`src/rtl/fpStatusPkg.sv`:
```
package fpStatusPkg;
  localparam int REG_W    = 38;
  localparam int FLAG_W   = 5;
  localparam int CC_W     = 2;
  localparam int NUM_CC   = 4;
  localparam int SEL_W    = $clog2(NUM_CC);
  localparam int TT_W     = 3;
  localparam int CEXC_LO  = 0;
  localparam int AEXC_LO  = CEXC_LO + FLAG_W;
  localparam int CC0_LO   = 10;
  localparam int TT_LO    = 14;
  localparam int TEM_LO   = 23;
  localparam int CCX_BASE = 30;
  localparam int NV_BIT   = FLAG_W - 1;
  localparam logic [TT_W-1:0] TT_IEEE = TT_W'(1);
  localparam logic [CC_W-1:0] REL_UNORD = 2'd3;

  function automatic int ccOffset(input int idx);
    return (idx == 0) ? CC0_LO : CCX_BASE + CC_W * idx;
  endfunction

  typedef struct packed {
    logic             load;
    logic             ldCexc;
    logic             orAexc;
    logic             orCexcNv;
    logic             orAexcNv;
    logic             setTt;
    logic             ldCc;
    logic [SEL_W-1:0] ccSel;
  } fsrStrobe_t;
endpackage

```
`src/rtl/fpStatusCtrl.sv`:
```
module fpStatusCtrl
  import fpStatusPkg::*;
(
  input  logic              clk,
  input  logic              rstN,
  input  logic              opValid,
  input  logic              opIsCmp,
  input  logic [FLAG_W-1:0] opFlags,
  input  logic [CC_W-1:0]   cmpRel,
  input  logic [SEL_W-1:0]  cmpSel,
  input  logic              cmpSignal,
  input  logic              wrEn,
  input  logic [FLAG_W-1:0] temQ,
  output fsrStrobe_t        strobe,
  output logic              trapReq
);
  logic arithOp, cmpOp, unordered, arithTrap, cmpTrap, trapFire;

  always_comb begin
    arithOp   = opValid && !opIsCmp && !wrEn;
    cmpOp     = opValid && opIsCmp && !wrEn;
    unordered = (cmpRel == REL_UNORD);
    arithTrap = arithOp && ((opFlags & temQ) != '0);
    cmpTrap   = cmpOp && unordered && (temQ[NV_BIT] || cmpSignal);
    trapFire  = arithTrap || cmpTrap;

    strobe.load     = wrEn;
    strobe.ldCexc   = arithOp;
    strobe.orAexc   = arithOp && !arithTrap;
    strobe.orCexcNv = cmpTrap;
    strobe.orAexcNv = cmpOp && unordered && !cmpTrap;
    strobe.setTt    = trapFire;
    strobe.ldCc     = cmpOp;
    strobe.ccSel    = cmpSel;
  end

  always_ff @(posedge clk) begin
    if (!rstN) trapReq <= 1'b0;
    else       trapReq <= trapFire;
  end
endmodule

```
`src/rtl/fpStatusData.sv`:
```
module fpStatusData
  import fpStatusPkg::*;
(
  input  logic              clk,
  input  logic              rstN,
  input  fsrStrobe_t        strobe,
  input  logic [FLAG_W-1:0] opFlags,
  input  logic [CC_W-1:0]   cmpRel,
  input  logic [REG_W-1:0]  wrData,
  output logic [FLAG_W-1:0] temQ,
  output logic [REG_W-1:0]  fsrQ
);
  logic [REG_W-1:0] fsrNext;
  logic [REG_W-1:0] ccMerged [NUM_CC];

  // One candidate value per condition-code field; the selector picks one.
  for (genvar g = 0; g < NUM_CC; g++) begin : gCcField
    localparam int LO = ccOffset(g);
    always_comb begin
      ccMerged[g] = fsrQ;
      ccMerged[g][LO +: CC_W] = cmpRel;
    end
  end

  always_comb begin
    fsrNext = fsrQ;
    if (strobe.ldCc) fsrNext = ccMerged[strobe.ccSel];
    if (strobe.ldCexc) fsrNext[CEXC_LO +: FLAG_W] = opFlags;
    if (strobe.orAexc) fsrNext[AEXC_LO +: FLAG_W] = fsrQ[AEXC_LO +: FLAG_W] | opFlags;
    if (strobe.orCexcNv) fsrNext[CEXC_LO + NV_BIT] = 1'b1;
    if (strobe.orAexcNv) fsrNext[AEXC_LO + NV_BIT] = 1'b1;
    if (strobe.setTt) fsrNext[TT_LO +: TT_W] = TT_IEEE;
  end

  always_ff @(posedge clk) begin
    if (!rstN)            fsrQ <= '0;
    else if (strobe.load) fsrQ <= wrData;
    else                  fsrQ <= fsrNext;
  end

  assign temQ = fsrQ[TEM_LO +: FLAG_W];
endmodule

```
`src/rtl/fpStatusUnit.sv`:
```
module fpStatusUnit
  import fpStatusPkg::*;
(
  input  logic              clk,
  input  logic              rstN,
  input  logic              opValid,
  input  logic              opIsCmp,
  input  logic [FLAG_W-1:0] opFlags,
  input  logic [CC_W-1:0]   cmpRel,
  input  logic [SEL_W-1:0]  cmpSel,
  input  logic              cmpSignal,
  input  logic              wrEn,
  input  logic [REG_W-1:0]  wrData,
  output logic [REG_W-1:0]  rdData,
  output logic              trapReq
);
  fsrStrobe_t        strobe;
  logic [FLAG_W-1:0] temQ;

  fpStatusCtrl ctrl_i (
    .clk(clk), .rstN(rstN), .opValid(opValid), .opIsCmp(opIsCmp),
    .opFlags(opFlags), .cmpRel(cmpRel), .cmpSel(cmpSel),
    .cmpSignal(cmpSignal), .wrEn(wrEn), .temQ(temQ),
    .strobe(strobe), .trapReq(trapReq)
  );

  fpStatusData data_i (
    .clk(clk), .rstN(rstN), .strobe(strobe), .opFlags(opFlags),
    .cmpRel(cmpRel), .wrData(wrData), .temQ(temQ), .fsrQ(rdData)
  );
endmodule

```
`config.mk`:
```
export PLATFORM = sky130hd
export DESIGN_NAME = fpStatusUnit
export DESIGN_NICKNAME = d
export VERILOG_FILES = /design/src/rtl/fpStatusPkg.sv /design/src/rtl/fpStatusCtrl.sv /design/src/rtl/fpStatusData.sv /design/src/rtl/fpStatusUnit.sv
export SDC_FILE = /design/constraint.sdc
export NUM_CORES = 1
export LEC_CHECK = 0
export ABC_CLOCK_PERIOD_IN_PS = 2400
export BUFFER_PORTS_ARGS = -buffer_cell sky130_fd_sc_hd__buf_2
export CAP_MARGIN = 40
export CORE_AREA = 5 5 67 69
export DETAILED_ROUTE_END_ITERATION = 8
export DIE_AREA = 0 0 72 74
export GPL_ROUTABILITY_DRIVEN = 0
export PLACE_DENSITY = 0.78
export SLEW_MARGIN = 20
export SYNTH_ARGS = -nofsm -noshare
export SYNTH_HDL_FRONTEND = slang
export SYNTH_SLANG_ARGS = --single-unit
```
`constraint.sdc`:
```
create_clock -name clk -period 2.4 [get_ports clk]
set_input_delay 0.72 -clock clk [delete_from_list [all_inputs] [get_ports clk]]
set_output_delay 0.72 -clock clk [all_outputs]
set_load 0.005 [all_outputs]
```
# == Word-level counts from Yosys, hierarchy flattened ==
# Cells that the tools add are included.
# totals
elab_cells,44
regBits,39
out_inout_bits,39
inputBits,53
# classes
n_reduce_logical,22
mux,10
n_eq_ne,1
order_cmp,1
bitwise_logic,3
# op_table
op,count
two-way mux 38 bit,4
binary-select mux 38 bit (select 2 bit),1
two-way mux 5 bit,2
logical AND 1 bit,9
nonzero test 3 bit,3
nonzero test 4 bit,2
AND 5 bit,1
bitwise OR 5 bit,1
nonzero test 5 bit,1
logical NOT 1 bit,4
"greater-or-equal comparator 3 bit, second input constant",1
two-way mux 3 bit,1
inverter 2 -> 3 bit,1
"equality test 2 bit, second input constant",1
logical OR 1 bit,2
two-way mux 1 bit,2
nonzero test 2 bit,1

# == Logic depth before layout (Yosys ltp) ==
# Gate-level depths: netlist of run 1.
# logic_depth
depth_word,9
ltp_mapped,5

# == Cells and area by module ==
# Synthesis of run 1 repeated with hierarchy kept, for this count alone.
# unflattened
hier_cells,178
hier_area_um2,1785.5
# by_module_without_submodules
module,area_per_inst_um2,instances,cells_per_inst
fpStatusData,1621.6,1,157
fpStatusCtrl,163.9,1,21

# == Worst setup path after synthesis of run 1 ==
# No wires, ideal clock.
# synth_path
kind,input -> register
start,input port opFlags[0]
end,register data_i.fsrQ[14]
slack_ns,0.481
arrival_ns,1.794
cell_stages,3
cell_sequence,a222oi_1 -> a21oi_2 -> o41a_1
# synth_between
elab_chain_cells,6
elab_cells_between_ends,7
# synth_rtl
item,line_no,text
from (decl),fpStatusUnit.sv:8,"input logic [FLAG_W-1:0] opFlags,"
AND 5 bit *,fpStatusCtrl.sv:23,arithTrap = arithOp && ((opFlags & temQ) != '0);
nonzero test 5 bit *,fpStatusCtrl.sv:23,
logical AND 1 bit *,fpStatusCtrl.sv:23,
logical OR 1 bit *,fpStatusCtrl.sv:25,trapFire = arithTrap || cmpTrap;
two-way mux 3 bit,fpStatusData.sv:32,if (strobe.setTt) fsrNext[TT_LO +: TT_W] = TT_IEEE;
two-way mux 38 bit,fpStatusData.sv:37,else if (strobe.load) fsrQ <= wrData;
to (signal assigned),fpStatusData.sv:37,
to (signal assigned),fpStatusData.sv:38,else fsrQ <= fsrNext;
to (decl),fpStatusData.sv:11,output logic [REG_W-1:0] fsrQ
# Every way passes the cells marked *; elsewhere a longest branch is shown, timed or not.
# A chain may end at the register's enable or synchronous reset.

# == Worst setup path after layout of run 1 ==
# layout_path
start,input port wrEn
end,register data_i.fsrQ[5]
# layout_between
elab_chain_cells,7
elab_cells_between_ends,9
# layout_rtl
item,line_no,text
from (decl),fpStatusUnit.sv:12,"input logic wrEn,"
logical NOT 1 bit,"fpStatusCtrl.sv:20, fpStatusCtrl.sv:21",
logical AND 1 bit,fpStatusCtrl.sv:20,arithOp = opValid && !opIsCmp && !wrEn;
logical AND 1 bit,fpStatusCtrl.sv:23,
logical NOT 1 bit,fpStatusCtrl.sv:29,strobe.orAexc = arithOp && !arithTrap;
logical AND 1 bit,fpStatusCtrl.sv:29,
two-way mux 5 bit,fpStatusData.sv:29,if (strobe.orAexc) fsrNext[AEXC_LO +: FLAG_W] = fsrQ[AEXC_LO +: FLAG_W] | opFlags;
two-way mux 38 bit,fpStatusData.sv:37,
# Several ways; a longest one is shown, not always the timed one.

==> flow_metrics.env, run 1 <==
export IMPL_status="complete, no violations"
export IMPL_r2r_slack_ps=1040
export IMPL_tritoncts="done"
export IMPL_hold_end="data_i.fsrQ[15]"
export IMPL_drt_initial_drc_count=76
export IMPL_pre_cts_ws_ps=508
export IMPL_numCtsBuffers=5
export IMPL_cts_resized=0
export IMPL_timing_rr_end="data_i.fsrQ[14]"
export IMPL_root_buffer="clkbuf_8"
export IMPL_crit_arrival_ps=1830
export IMPL_fillers=369
export IMPL_leakage_nw=1.13
export IMPL_nets=306
export IMPL_finalSetupViolations=0
export IMPL_htreeDepth=2
export IMPL_drtAntennaViolNets=0
export IMPL_post_drt_wl_per_cell_microns=14.4
export IMPL_synthCells=163
export IMPL_rsz0062_at_grt="no"
export IMPL_ys_ff_latch=39
export IMPL_crit_fanout=11
export IMPL_max_freq_ghz=0.620
export IMPL_synth_warnings=0
export IMPL_hold_class="flop to flop"
export IMPL_min_delay_start="data_i.fsrQ[15]"
export IMPL_grtUsageTotal_pct=16.6
export IMPL_post_cts_buffers=0
export IMPL_die_area_sq_um=5330
export IMPL_yosysUniqueCellTypes=28
export IMPL_netlist_area_sq_um=1600
export IMPL_die_h_microns=74
export IMPL_fin_skew_ps=6.23
export IMPL_vias_per_cell=5.12
export IMPL_synthTopCellsByArea="dfxtp_1, mux2i_1, nor2_1"
export IMPL_worstSkewPairLatency_ps=290
export IMPL_grt_first_pass_wirelength_microns=6810
export IMPL_multiInputGateArea_sq_um=766
export IMPL_grt_pass1_vias=1442
export IMPL_p_comb_share_pct=15.2
export IMPL_cts_hold_buf=0
export IMPL_cp_required_ps=2620
export IMPL_seqCellArea_sq_um=781
export IMPL_cp_start_kind="input port"
export IMPL_synth_top_area_cell="dfxtp_1"
export IMPL_setup_ws_ps=787
export IMPL_grt_overflow=0
export IMPL_final_cell_mix="buf_2, dfxtp_1, mux2i_1"
export IMPL_antenna_found_initial=0
export IMPL_num_vias=1557
export IMPL_ys_seq_area_share_pct=48.8
export IMPL_critical_path_class="input port to flop"
export IMPL_p_sw_mw=0.357
export IMPL_synth_top_area_share_pct=48.8
export IMPL_period_needed_ps=1610
export IMPL_layout_commonest_cell="buf_2"
export IMPL_maxCapViolations=0
export IMPL_synth_nets=216
export IMPL_worstMarginPinSlew_ps=662
export IMPL_hold_depth=2
export IMPL_max_vdd_ir_drop_mv=0.379
export IMPL_powerDensity_nw_per_um2=645
export IMPL_clockBufferDepth=2
export IMPL_syn_to_final_growth_pct=37.5
export IMPL_num_antenna_cells=0
export IMPL_drv_slew=0
export IMPL_drt_total_wl_microns=4380
export IMPL_cts_clk_slew_worst_paths_ps=70
export IMPL_swShare_pct=25.2
export IMPL_start_util_pct=41.5
export IMPL_setup_tns_ps=0
export IMPL_place_hpwl_microns=3360
export IMPL_fp_coreArea_sq_um=3860
export IMPL_cp_end_kind="flop"
export IMPL_cts_sinks=39
export IMPL_p_seq_share_pct=50.3
export IMPL_grt_max_degree=38
export IMPL_dieWidth_microns=72
export IMPL_dr_pass1_iters=4
export IMPL_rows=23
export IMPL_maxSlewHeadroom_pct=55.8
export IMPL_cell_internal_pwr_mw=1.06
export IMPL_drive_above_1_share_pct=40.9
export IMPL_port_buffers=91
export IMPL_clkPwrFrac_pct=34.5
export IMPL_hold_viol=0
export IMPL_route_detailed_drc=0
export IMPL_rr_startpoint="data_i.fsrQ[23]"
export IMPL_ioPinCount=92
export IMPL_syn_avg_cell_area_sq_um=9.81
export IMPL_post_route_period_util_pct=67.2
export IMPL_ff2ff_path_depth=3
## power by group through the flow
stage | logic [mW] | clock network, mW | registers [mW]
global placement | 0.215 | 0 | 0.726
detailed placement | 0.217 | 0 | 0.727
finish | 0.216 | 0.490 | 0.712
CTS | 0.218 | 0.502 | 0.712
global route | 0.242 | 0.530 | 0.718
floorplan | 0.102 | 0 | 0.730
## cell families after synthesis
group / after synthesis / share of synthesized area, %
flops: 39 / 48.8
compound gates: 44 / 17.2
buf+inv: 13 / 3.29
simple gates: 36 / 11.3
mux: 31 / 19.4
## worst max path at each step
| stage | to | slack, ps | from |
|---|---|---|---|
| after floorplan | data_i.fsrQ[14] | 480 | opFlags[0] |
| after global placement | data_i.fsrQ[14] | 540 | opFlags[0] |
| after detailed placement | data_i.fsrQ[14] | 510 | opFlags[0] |
| after CTS | data_i.fsrQ[14] | 810 | opFlags[0] |
| after global routing | data_i.fsrQ[5] | 730 | wrEn |
| final | data_i.fsrQ[5] | 790 | wrEn |
## synth_stat cells
library cell  instances
a22oi_1               1
buf_2                 3
a21oi_1              13
nand3_1               4
nor2_1               21
inv_2                 1
a41oi_1               3
mux2i_1              31
buf_1                 2
and4_1                1
nor4bb_1              1
a31oi_1               1
nor3b_1               1
nor2b_1               2
o21ai_0              14
dfxtp_1              39
inv_1                 1
o41a_1                1
a222oi_1              1
o211a_1               1
nand4b_1              2
o21a_1                1
nand2b_1              1
o31ai_1               2
clkbuf_1              6
a21oi_2               1
nand4_1               3
a211oi_1              5
## sequential cells by signal, indices dropped and copies added, names as in the netlist
register,count
data_i.fsrQ,38
ctrl_i.trapReq,1
## area by class of cell
class,instances,area share [%]
Sequential cell,39,35.5
Multi-Input combinational cell,111,34.8
Timing Repair Buffer,94,21.7
Clock buffer,7,4.38
Tap cell,50,2.85
Clock inverter,1,0.341
Inverter,2,0.341
## metal layers
metal  GRT usage, %  wire length [microns]  up-vias
met5              0                      0        -
met4           6.26                     40        0
met3           5.81                    326        2
met2           28.2                   2200       52
met1           19.4                   1810      725
li1               -                      -      778
## metrics by stage
stage	area (sq um)	total power, mW	cells	hold slack [ps]	utilization [%]
2_1_floorplan	1600	0.832	163	463	-
3_3_place_gp	2090	0.941	296	466	54.3
3_5_place_dp	2090	0.944	296	472	54.3
4_1_cts	2200	1.43	304	484	57.0
5_1_grt	2200	1.49	304	502	57.0
6_report	2200	1.42	304	478	57.0
## critical path, stage by stage
cell,delay [ps]
buf_2,190
nor3b_1,540
a41oi_1,200
a21oi_1,180
(Power assumes the default switching activity.)
==> run 2, diff against run 1 <==
ABC_CLOCK_PERIOD_IN_PS = 1500   (was 2400)
clock period = 1.5 ns   (was 2.4 ns; I/O delays follow)
==> run 2 against run 1 <==
Compared with the run above: sequential cell count is the same; via count grew 3.8%; worst hold slack lost 84 ps; utilization grew 3.0 points; sequential power grew 60%; worst setup slack lost 620 ps; wire length grew 5.3%; final cell count grew 4.6%; clock power grew 57%; global-route usage grew 0.71 points; first-iteration DRC count grew 6.6%; largest power group unchanged.
==> flow_metrics.env, run 2 (synthesis results as in run 1) <==
export IMPL_rsz0062_at_grt="no"
export IMPL_crit_path_start="data_i.fsrQ[23]"
export IMPL_powerDensity_nw_per_um2=992
export IMPL_antenna_found_initial=0
export IMPL_die_area_sq_um=5330
export IMPL_fin_skew_ps=7.08
export IMPL_cp_required_ps=1670
export IMPL_rows=23
export IMPL_maxCapViolations=0
export IMPL_hold_viol=0
export IMPL_root_buffer="clkbuf_8"
export IMPL_setup_ws_ps=165
export IMPL_timing_rr_end="data_i.fsrQ[14]"
export IMPL_dr_pass1_iters=6
export IMPL_critical_path_class="flop to flop"
export IMPL_max_stage_delay_ps=330
export IMPL_ioPinCount=92
export IMPL_cts_clk_slew_worst_paths_ps=70
export IMPL_numCtsBuffers=5
export IMPL_port_buffers=91
export IMPL_worstSetupEndpoint="data_i.fsrQ[14]"
export IMPL_clockBufferDepth=2
export IMPL_vias_per_cell=5.08
export IMPL_cp_slowest_cell="dfxtp_1"
export IMPL_postLayoutCellArea_sq_um=2310
export IMPL_post_cts_buffers=0
export IMPL_cts_sinks=39
export IMPL_finalSetupViolations=0
export IMPL_cts_resized=0
export IMPL_maxSlewHeadroom_pct=80.1
export IMPL_drtAntennaViolNets=0
export IMPL_num_vias=1616
export IMPL_top_register="data_i.fsrQ"
export IMPL_top_regs="data_i.fsrQ: 38 flops, ctrl_i.trapReq: 1 flops"
export IMPL_syn_to_final_growth_pct=44.6
export IMPL_tritoncts="done"
export IMPL_dieWidth_microns=72
export IMPL_layout_commonest_cell="buf_2"
export IMPL_die_h_microns=74
export IMPL_post_drt_wl_per_cell_microns=14.5
export IMPL_max_freq_ghz=0.749
export IMPL_ff2ff_path_depth=4
export IMPL_fp_coreArea_sq_um=3860
export IMPL_status="complete, no violations"
export IMPL_route_detailed_drc=0
export IMPL_post_route_period_util_pct=89.0
export IMPL_drv_slew=0
export IMPL_cts_hold_buf=0
export IMPL_leakage_nw=1.21
export IMPL_path_cells="a222oi_1 -> buf_4 -> a21oi_2 -> o41a_1"
export IMPL_largest_reg_flops=38
export IMPL_grt_first_pass_wirelength_microns=7180
export IMPL_drt_initial_drc_count=81
export IMPL_drive_above_1_share_pct=43.7
export IMPL_grt_max_degree=26
export IMPL_fin_util_pct=60.0
export IMPL_setup_tns_ps=0
export IMPL_period_needed_ps=1330
export IMPL_start_util_pct=41.5
export IMPL_worst_hold_slack_ps=393
export IMPL_grtUsageTotal_pct=17.3
export IMPL_nets=320
export IMPL_r2r_slack_ps=170
export IMPL_grt_pass1_vias=1618
export IMPL_pre_cts_ws_ps=-35.9
export IMPL_place_area_sq_um=2210
export IMPL_worstSkewPairLatency_ps=290
export IMPL_crit_fanout=4
export IMPL_path_delay_family="compound AO/OA/AOI/OAI gates"
export IMPL_crit_buf_inv=1
export IMPL_worstMarginPinSlew_ps=298
export IMPL_final_cell_mix="buf_2, dfxtp_1, mux2i_1"
export IMPL_path_depth=4
export IMPL_grt_overflow=0
export IMPL_htreeDepth=2
export IMPL_cp_end_kind="flop"
export IMPL_cp_start_kind="flop"
export IMPL_num_antenna_cells=0
export IMPL_place_hpwl_microns=3690
export IMPL_drt_total_wl_microns=4610
export IMPL_hold_class="input port to flop"
export IMPL_max_vdd_ir_drop_mv=0.655
export IMPL_crit_arrival_ps=1500
export IMPL_rr_startpoint="data_i.fsrQ[23]"
-- run 2: where the power goes --
part	switching, mW	total (mW)	internal, mW
clock network	0.350	0.770	0.420
logic	0.181	0.383	0.202
registers	0.0360	1.14	1.10
total	0.567	2.29	1.73
-- run 2: worst min-delay path by stage --
stage	from	endpoint	cells past startpoint	slack, ps
global route	wrData[20]	data_i.fsrQ[20]	3	400
detailed placement	data_i.fsrQ[16]	data_i.fsrQ[16]	2	460
CTS	wrData[16]	data_i.fsrQ[16]	3	380
global placement	data_i.fsrQ[16]	data_i.fsrQ[16]	2	460
floorplan	data_i.fsrQ[16]	data_i.fsrQ[16]	2	460
finish	wrData[16]	data_i.fsrQ[16]	3	390
-- run 2: final cells by class --
class / instances / area [sq um]
clock buffers: 8 / 100
inverters: 2 / 7.51
well taps: 50 / 62.6
fillers: 366 / 1540
flip-flops and latches: 39 / 781
repair buffers: 108 / 596
multi-input cells: 111 / 766
-- run 2: tightest hold or removal path, cell delays in order --
cell and delay [ps]:
buf_2 80, nand3_1 60, o31ai_1 60
-- run 2: routing by layer --
metal / vias to the layer above / share of wire (%) / routed length [microns] / track usage, %
li1: 805 / - / - / -
met1: 754 / 41 / 1870 / 19.7
met2: 55 / 52 / 2400 / 31.0
met3: 2 / 6.8 / 312 / 5.27
met4: 0 / 0.59 / 27 / 5.64
met5: - / 0 / 0 / 0
-- run 2: stage by stage --
stage,std cells,total power [mW]
after floorplan,163,1.33
after global placement,310,1.54
after detailed placement,310,1.55
after CTS,318,2.31
after global routing,318,2.42
final,318,2.29
